--- config.mk ---
export PLATFORM = sky130hd
export DESIGN_NAME = mac_side_unit
export DESIGN_NICKNAME = d
export VERILOG_FILES = /design/src/rtl/mac_pkg.sv /design/src/rtl/mac_ctrl.sv /design/src/rtl/mac_datapath.sv /design/src/rtl/mac_side_unit.sv
export SDC_FILE = /design/constraint.sdc
export NUM_CORES = 2
export LEC_CHECK = 0
export BUFFER_PORTS_ARGS = -buffer_cell sky130_fd_sc_hd__buf_2
export CAP_MARGIN = 0
export CORE_ASPECT_RATIO = 1.75
export CORE_MARGIN = 2
export CORE_UTILIZATION = 60
export CTS_CLUSTER_SIZE = 10
export DETAILED_ROUTE_END_ITERATION = 7
export GPL_ROUTABILITY_DRIVEN = 0
export PLACE_DENSITY = 0.79
export SYNTH_ARGS = -nofsm -noshare
export SYNTH_HDL_FRONTEND = slang
export SYNTH_SLANG_ARGS = --single-unit
export TNS_END_PERCENT = 30
--- constraint.sdc ---
create_clock -name clk -period 8.6 [get_ports clk]
set_input_delay 0 -clock clk [delete_from_list [all_inputs] [get_ports clk]]
set_output_delay 0 -clock clk [all_outputs]
set_load 0.005 [all_outputs]
--- src/rtl/mac_pkg.sv ---
`timescale 1ns/1ps
package mac_pkg;
  localparam int DATA_W    = 32;
  localparam int PROD_W    = 2 * DATA_W;
  localparam int LANES     = DATA_W / 8;
  localparam int WIN_REGS  = 3;
  localparam int WIN_BYTES = WIN_REGS * LANES;
  localparam int WIN_W     = WIN_BYTES * 8;
  localparam int REG_W     = 3;
  localparam int BYTE_W    = $clog2(LANES);
  localparam int LEN_W     = 4;
  localparam int IDX_W     = REG_W + BYTE_W + 2;
  localparam int MODE_BIT  = 0;
  localparam int CARRY_BIT = 1;

  typedef struct packed {
    logic                 modeWr;
    logic                 modeVal;
    logic                 clrReq;
    logic                 rdReq;
    logic                 errReq;
    logic [WIN_BYTES-1:0] laneSel;
  } macStrobe_t;
endpackage

--- src/rtl/mac_ctrl.sv ---
`timescale 1ns/1ps
module mac_ctrl
  import mac_pkg::*;
(
  input  logic              xferEn,
  input  logic              xferWrite,
  input  logic [REG_W-1:0]  xferReg,
  input  logic [BYTE_W-1:0] xferByte,
  input  logic [LEN_W-1:0]  xferLen,
  input  logic [WIN_W-1:0]  xferWData,
  output macStrobe_t        strb
);
  logic [IDX_W-1:0]     startIdx;
  logic [IDX_W-1:0]     endIdx;
  logic                 inRange;
  logic [WIN_BYTES-1:0] laneHit;
  logic                 unusedWData;

  assign startIdx = IDX_W'(xferReg) * IDX_W'(LANES) + IDX_W'(xferByte);
  assign endIdx   = startIdx + IDX_W'(xferLen);
  assign inRange  = endIdx <= IDX_W'(WIN_BYTES);

  for (genvar b = 0; b < WIN_BYTES; b++) begin : g_lane
    assign laneHit[b] = (IDX_W'(b) >= startIdx) && (IDX_W'(b) < endIdx);
  end

  // only the two low bits of the control word are storable
  assign unusedWData = ^{xferWData[WIN_W-1:CARRY_BIT+1]};

  always_comb begin
    strb         = '0;
    strb.laneSel = laneHit;
    strb.modeWr  = xferEn && xferWrite && inRange && laneHit[0];
    strb.modeVal = xferWData[MODE_BIT];
    strb.clrReq  = xferWData[CARRY_BIT];
    strb.rdReq   = xferEn && !xferWrite && inRange;
    strb.errReq  = xferEn && !inRange;
  end
endmodule

--- src/rtl/mac_datapath.sv ---
`timescale 1ns/1ps
module mac_datapath
  import mac_pkg::*;
(
  input  logic              clk,
  input  logic              rstN,
  input  logic [DATA_W-1:0] opA,
  input  logic [DATA_W-1:0] opB,
  input  macStrobe_t        strb,
  output logic              rdValid,
  output logic [WIN_W-1:0]  rdData,
  output logic              xferErr
);
  logic              modeQ;
  logic              carryQ;
  logic [PROD_W-1:0] accQ;
  logic [PROD_W-1:0] prodQ;
  logic [PROD_W-1:0] mulRes;
  logic [PROD_W:0]   sumRes;
  logic              nextMode;
  logic [WIN_W-1:0]  winImg;
  logic [WIN_W-1:0]  rdNext;

  assign mulRes   = PROD_W'(opA) * PROD_W'(opB);
  assign sumRes   = {1'b0, accQ} + {1'b0, mulRes};
  assign nextMode = strb.modeWr ? strb.modeVal : modeQ;
  assign winImg   = {prodQ, {(DATA_W-2){1'b0}}, carryQ, modeQ};

  for (genvar b = 0; b < WIN_BYTES; b++) begin : g_rdLane
    assign rdNext[8*b +: 8] = (strb.rdReq && strb.laneSel[b]) ? winImg[8*b +: 8] : 8'h00;
  end

  always_ff @(posedge clk or negedge rstN) begin
    if (!rstN) begin
      modeQ   <= 1'b0;
      carryQ  <= 1'b0;
      accQ    <= '0;
      prodQ   <= '0;
      rdValid <= 1'b0;
      rdData  <= '0;
      xferErr <= 1'b0;
    end else begin
      if (strb.modeWr) modeQ <= strb.modeVal;
      if (!nextMode) begin
        prodQ <= mulRes;
        accQ  <= '0;
        if (strb.modeWr && strb.clrReq) carryQ <= 1'b0;
      end else if (strb.modeWr) begin
        if (strb.clrReq) begin
          accQ   <= '0;
          carryQ <= 1'b0;
        end else begin
          prodQ <= sumRes[PROD_W-1:0];
          accQ  <= sumRes[PROD_W-1:0];
          if (sumRes[PROD_W]) carryQ <= 1'b1;
        end
      end
      rdValid <= strb.rdReq;
      rdData  <= rdNext;
      xferErr <= strb.errReq;
    end
  end
endmodule

--- src/rtl/mac_side_unit.sv ---
`timescale 1ns/1ps
module mac_side_unit
  import mac_pkg::*;
(
  input  logic              clk,
  input  logic              rstN,
  input  logic [DATA_W-1:0] opA,
  input  logic [DATA_W-1:0] opB,
  input  logic              xferEn,
  input  logic              xferWrite,
  input  logic [REG_W-1:0]  xferReg,
  input  logic [BYTE_W-1:0] xferByte,
  input  logic [LEN_W-1:0]  xferLen,
  input  logic [WIN_W-1:0]  xferWData,
  output logic              rdValid,
  output logic [WIN_W-1:0]  rdData,
  output logic              xferErr
);
  macStrobe_t strb;

  mac_ctrl u_ctrl (
    .xferEn(xferEn), .xferWrite(xferWrite), .xferReg(xferReg),
    .xferByte(xferByte), .xferLen(xferLen), .xferWData(xferWData),
    .strb(strb)
  );

  mac_datapath u_dp (
    .clk(clk), .rstN(rstN), .opA(opA), .opB(opB), .strb(strb),
    .rdValid(rdValid), .rdData(rdData), .xferErr(xferErr)
  );
endmodule

Word level (Yosys, flattened, before mapping)
Cells that the tools add are included.
{ "op_classes": {"add_sub_neg": 3, "multipliers": 1, "n_lt_le_gt_ge": 19, "n_eq_ne": 3, "muxes": 21, "n_reduce_logical": 30} }
{ "ops": {"columns": ["cell", "count"], "rows": [
  ["2-to-1 mux 64 bit", 6],
  ["adder 64 x 64 -> 65 bit", 1],
  ["multiplier 32 x 32 -> 64 bit", 1],
  ["2-to-1 mux 8 bit", 8],
  [">= comparator 3 x 7 -> 1 bit, first input constant", 4],
  [">= comparator 4 x 7 -> 1 bit, first input constant", 4],
  ["less-than comparator 3 x 7 -> 1 bit, first input constant", 4],
  ["less-than comparator 4 x 7 -> 1 bit, first input constant", 4],
  ["logical AND 1 bit", 25],
  ["adder 7 x 4 -> 7 bit", 1],
  [">= comparator 1 x 7 -> 1 bit, first input constant", 1],
  ["less-or-equal comparator 7 x 4 -> 1 bit, second input constant", 1],
  ["less-than comparator 1 x 7 -> 1 bit, first input constant", 1],
  ["adder 5 x 2 -> 6 bit", 1],
  ["2-to-1 mux 1 bit", 6],
  ["!= test 3 x 2 -> 1 bit, second input constant", 1],
  ["AND reduction 3 bit", 1],
  ["logical NOT 1 bit", 2],
  ["2-to-1 mux 2 bit", 1],
  ["!= test 2 x 1 -> 1 bit, second input constant", 1],
  ["!= test 2 bit, second input constant", 1],
  ["AND reduction 2 bit", 1],
  ["nonzero test 2 bit", 1]
]} }
{ "word_totals": {"reg_bits": 204, "inputBits": 173, "out_inout_bits": 98} }

Longest topological paths before layout
{ "logic_depth": {"depth_word": 8, "depth_mapped": 39, "ltp_nobuf": 37} }

By module
A second synthesis with hierarchy kept.
{ "hier_totals": {"cells_unflattened": 4927, "area_unflattened_um2": 44919.3} }
{ "modules_own_cells": {"columns": ["module", "instances", "cells_each", "area_per_inst_um2"], "rows": [
  ["mac_datapath", 1, 4860, 44445.1],
  ["mac_ctrl", 1, 67, 474.2]
]} }

Worst setup path before layout
No wires, ideal clock.
{ "synth_timing": {"path_kind": "input-to-reg", "start": "input port opB[2]", "end": "register u_dp.prodQ[61]", "setup_ns": 0.126, "arrival_time_ns": 8.632, "required_time_ns": 8.474, "path_slack_ns": -0.158, "stages": 36, "path_buffers": 2, "path_cell_list": "clkbuf_1 > and2_1 > fa_1 > inv_1 > fa_1 > fa_1 > fa_1 > inv_1 > fa_1 > inv_1 > fa_1 > inv_1 > fa_1 > fa_1 > ha_1 > nand4_1 > or3_1 > or2_1 > o22ai_1 > nor2_1 > o21a_1 > o31a_1 > xnor2_1 > ha_1 > clkbuf_1 > a21oi_1 > o21bai_1 > a21oi_1 > o2111ai_1 > a21o_1 > a311o_1 > o21ai_2 > o41ai_2 > xnor2_1 > nor2_1 > a221o_1"} }
{ "synth_via": {"elab_chain_cells": 5} }
{ "synth_rtl": {"columns": ["item", "line", "text"], "rows": [
  ["start: declaration", "mac_side_unit.sv:8", "input logic [DATA_W-1:0] opB,"],
  ["multiplier 32 x 32 -> 64 bit *", "mac_datapath.sv:24", "assign mulRes = PROD_W'(opA) * PROD_W'(opB);"],
  ["adder 64 x 64 -> 65 bit", "mac_datapath.sv:25", "assign sumRes = {1'b0, accQ} + {1'b0, mulRes};"],
  ["2-to-1 mux 64 bit", "mac_datapath.sv:49", "if (strb.clrReq) begin"],
  ["2-to-1 mux 64 bit", "mac_datapath.sv:48", "end else if (strb.modeWr) begin"],
  ["2-to-1 mux 64 bit *", "mac_datapath.sv:44", "if (!nextMode) begin"],
  ["end signal: assignment", "mac_datapath.sv:45", "prodQ <= mulRes;"],
  ["end signal: assignment", "mac_datapath.sv:53", "prodQ <= sumRes[PROD_W-1:0];"],
  ["end: declaration", "mac_datapath.sv:17", "logic [PROD_W-1:0] prodQ;"]
]} }
Every way passes the cells marked *; elsewhere a longest branch is shown, timed or not. The select of a mux whose other input is x is not followed.
A chain may end at the register's enable or synchronous reset.

Final worst setup path
{ "layout_timing": {"start": "input port opA[9]", "end": "register u_dp.carryQ"} }
{ "layout_via": {"elab_chain_cells": 4} }
{ "layout_rtl": {"columns": ["item", "line", "text"], "rows": [
  ["start: declaration", "mac_side_unit.sv:7", "input logic [DATA_W-1:0] opA,"],
  ["multiplier 32 x 32 -> 64 bit", "mac_datapath.sv:24", null],
  ["adder 64 x 64 -> 65 bit", "mac_datapath.sv:25", null],
  ["!= test 3 x 2 -> 1 bit (no source line)", null, null],
  ["AND reduction 3 bit (no source line)", null, null],
  ["end signal: assignment", "mac_datapath.sv:36", "carryQ <= 1'b0;"],
  ["end signal: assignment", "mac_datapath.sv:47", "if (strb.modeWr && strb.clrReq) carryQ <= 1'b0;"],
  ["end signal: assignment", "mac_datapath.sv:51", "carryQ <= 1'b0;"],
  ["end: declaration", "mac_datapath.sv:15", "logic carryQ;"]
]} }
No other way between the ends.

==> results.toml <==
[worst_setup_path]
setup.worst_path.end_class = "flop"
critical_path.reg2reg.startpoint = "u_dp.accQ[0]"
crit_start = "opA[9]"
rr_worst_depth = 14
timing.critical_path.from_type = "primary input"
worstPathArrival_ns = 9.04
rr_endpoint = "u_dp.carryQ"
most_common_cell_type_on_the_critical_path = "sky130_fd_sc_hd__fa_1"
cp-endpoint = "u_dp.carryQ"
critical_path_required_ns = 9.01
regToRegSetupSlack_ns = 5.05
cp_peak_stage_delay_ns = 0.56
cp_max_fo = 8
timing.setup.critical_path_class = "in -> reg"
cp_slowest_cell = "sky130_fd_sc_hd__fa_1"

[clock_tree]
worstSkewPairLatency_ns = 0.51
cts.htree.levels = 4
clock-sinks = 198
tritoncts = "yes"
clk_root_buffer_cell = "sky130_fd_sc_hd__clkbuf_16"
cts_buffers = 25
clock_pin_slew_of_the_registers_on_the_worst_case_setup_and_hold_paths_ns = 0.07
ctsLongestPathBuffers = 3

[sta]
finalHoldViolCount = 0
fin_ws_ns = -0.02962
timing.fmax_mhz = 115.9
clock_period_minus_final_worst_setup_slack_ns = 8.630
max-slew-margin-rel = 0.2198
tightestPinTransition_ns = 1.170
hold_ws_ns = 0.02433
layout_worst_path_cycle_share = 1.003
grt_setup_unrepaired = "yes"
timing_max_transition_violations_final = 0
worst_clock_skew_ns = 0.01864
setup_viol_count_final = 3

[routing]
detail_route.wirelength_um = 129700
first_pass_iters = 6
drt_drc_violations_left = 0
route.vias.total = 37058
ratio_of_routed_vias_to_standard_cells = 5.865
antenna_violating_nets_post_route = 0
wire_per_inst_um = 20.53
drt_iter0_markers = 2752

[synthesis]
post-synth-top-area-fraction = 0.4030
synth.yosys.seq_area_share = 0.1111
post-synth-top-area-cell = "sky130_fd_sc_hd__fa_1"
synth.top_cells.by_area = "sky130_fd_sc_hd__fa_1 (40%), sky130_fd_sc_hd__dfrtp_1 (11%), sky130_fd_sc_hd__ha_1 (9.5%)"
yosys.cell_types.count = 84
synth_warnings = 0
synth-seq-cells = 198
syn_inst = 4873
synth_edf_count = 0
syn_area_per_cell_sq_um = 9.154
dominantRegCellSynth = "sky130_fd_sc_hd__dfrtp_1"
synth_async_sr_flop_share = 1.000
mapped_cell_area_sq_um = 44610

[floorplanning]
chip_height_um = 364.7
start_util = 0.6042
overall_die_width_um = 210.1
ios = 271
die_area_sq_um = 76630
placement_rows = 132
placeableCoreArea_sq_um = 73830

[grt]
grt_antenna_before_repair = 1
grt_pass1_wl_um = 207300
gr-usage-all-layers = 0.3474
gr-total-overflow = 0
first_global_vias = 40536
grt_max_degree = 82

[worst_hold_path]
holdPathStages = 5
hold_path.startpoint = "xferReg[1]"
min_path_type = "in -> reg"

[placement]
detailedPlacementHpwl_um = 107100
portBuffers = 146

[flow_run]
drv_cap = 0

[layout]
p_r_area_growth_vs_syn_pct = 16.89
drive_gt1_frac = 0.1824
final_net_count = 6782
fillerInstances = 5174

[status]
outcome = "finished, violations left"
failed_checks = "negative setup slack"
[worst max-delay path: cells and delay by family]
| kind | cells | cell delay (ns) |
|---|---|---|
| fa+ha+maj | 10 | 4.66 |
| compound gates | 14 | 3.01 |
| buf+inv | 10 | 1.01 |
| simple gates | 3 | 0.21 |
| xor+xnor | 1 | 0.11 |
[worst min path at each step]
stage / endpoint / slack (ns)
after detailed placement: u_dp.rdData[89] / 0.06
final: u_dp.rdData[1] / 0.02
after floorplan: u_dp.accQ[0] / -0.30
after global placement: u_dp.rdData[89] / 0.06
after global routing: u_dp.rdData[1] / 0.05
after CTS: u_dp.rdData[1] / 0.01
[routing by layer]
metal | GRT usage | routed length [um] | up-vias
met5 | 0 | 13 | -
met4 | 0.2459 | 10630 | 2
met1 | 0.3753 | 42870 | 18742
met3 | 0.04194 | 7974 | 674
met2 | 0.6299 | 68220 | 1782
li1 | - | - | 15858
[logic make-up after synthesis]
family                   count (synthesis)  share of synthesized area
AO/OA/AOI/OAI                          556                    0.08426
XOR/XNOR                               128                    0.02513
adder cells (fa/ha/maj)               1236                     0.4978
buffers and inverters                 1171                     0.1025
flip-flops                             198                     0.1111
multiplexers                             5                   0.001178
other                                    1                 0.00008407
AND/OR/NAND/NOR                       1578                     0.1780
[cell type report]
class                           instances  area, sq um  share of cell area
Inverter                              874         3281             0.06292
Tap cell                              938         1174             0.02251
Timing Repair Buffer                  741         5803              0.1113
Clock buffer                           30        674.4             0.01293
Clock inverter                          3        40.04           0.0007678
Multi-Input combinational cell       3533        36210              0.6945
Antenna cell                            2        5.005          0.00009598
Sequential cell                       198         4955             0.09502
[stage by stage]
| stage | utilization | cell area [sq um] | setup slack, ns | std cells | TNS [ns] |
|---|---|---|---|---|---|
| global placement | 0.6760 | 49910 | -0.7156 | 6265 | -23.10 |
| CTS | 0.6895 | 50900 | 0.001335 | 6304 | 0 |
| floorplan | - | 44740 | 0.006963 | 4902 | 0 |
| detailed placement | 0.6760 | 49910 | -0.7348 | 6265 | -27.51 |
| global route | 0.7062 | 52140 | -0.3699 | 6317 | -4.445 |
| finish | 0.7063 | 52140 | -0.02962 | 6319 | -0.05946 |
[state kept, by name, indices dropped and copies added, names as in the netlist]
name	flops
u_dp.prodQ	64
u_dp.rdValid	1
u_dp.accQ	64
u_dp.carryQ	1
u_dp.xferErr	1
u_dp.modeQ	1
u_dp.rdData	66
[cell usage in the layout (no fill, tap or decap), types with 72 or more instances in the layout]
cell,n
sky130_fd_sc_hd__fa_1,871
sky130_fd_sc_hd__inv_1,863
sky130_fd_sc_hd__nand2_1,649
sky130_fd_sc_hd__and2_1,639
sky130_fd_sc_hd__buf_4,552
sky130_fd_sc_hd__ha_1,318
sky130_fd_sc_hd__dfrtp_1,198
sky130_fd_sc_hd__a21oi_1,125
sky130_fd_sc_hd__buf_2,106
sky130_fd_sc_hd__nor2_1,85
sky130_fd_sc_hd__a21o_1,72
[synth_stat cells, drive strengths merged (15+ instances only)]
| cell type | instances |
|---|---|
| dfrtp | 198 |
| a22oi | 16 |
| o21ai | 92 |
| a31oi | 23 |
| o22ai | 16 |
| buf | 54 |
| a22o | 26 |
| nor2 | 95 |
| nand2 | 657 |
| xor2 | 55 |
| fa | 898 |
| nand3 | 40 |
| ha | 338 |
| and2 | 651 |
| clkbuf | 243 |
| a21o | 75 |
| o21a | 15 |
| nand4 | 37 |
| a21oi | 156 |
| nor2b | 16 |
| o21bai | 23 |
| inv | 874 |
| nor3 | 23 |
| nand2b | 18 |
| o211ai | 15 |
| xnor2 | 73 |
[what timing repair did]
| item | in CTS | in global routing |
|---|---|---|
| setup endpoints to repair | 30 | 61 |
| endpoints found under the hold margin | 85 | 0 |
| pin swaps | 18 | 128 |
| resized for setup | 50 | 288 |
| setup buffers | 0 | 14 |
| hold buffers | 6 | 0 |
Power is not shown: default switching activity piles up to over one toggle a cycle in this logic, so the estimate is an artifact.
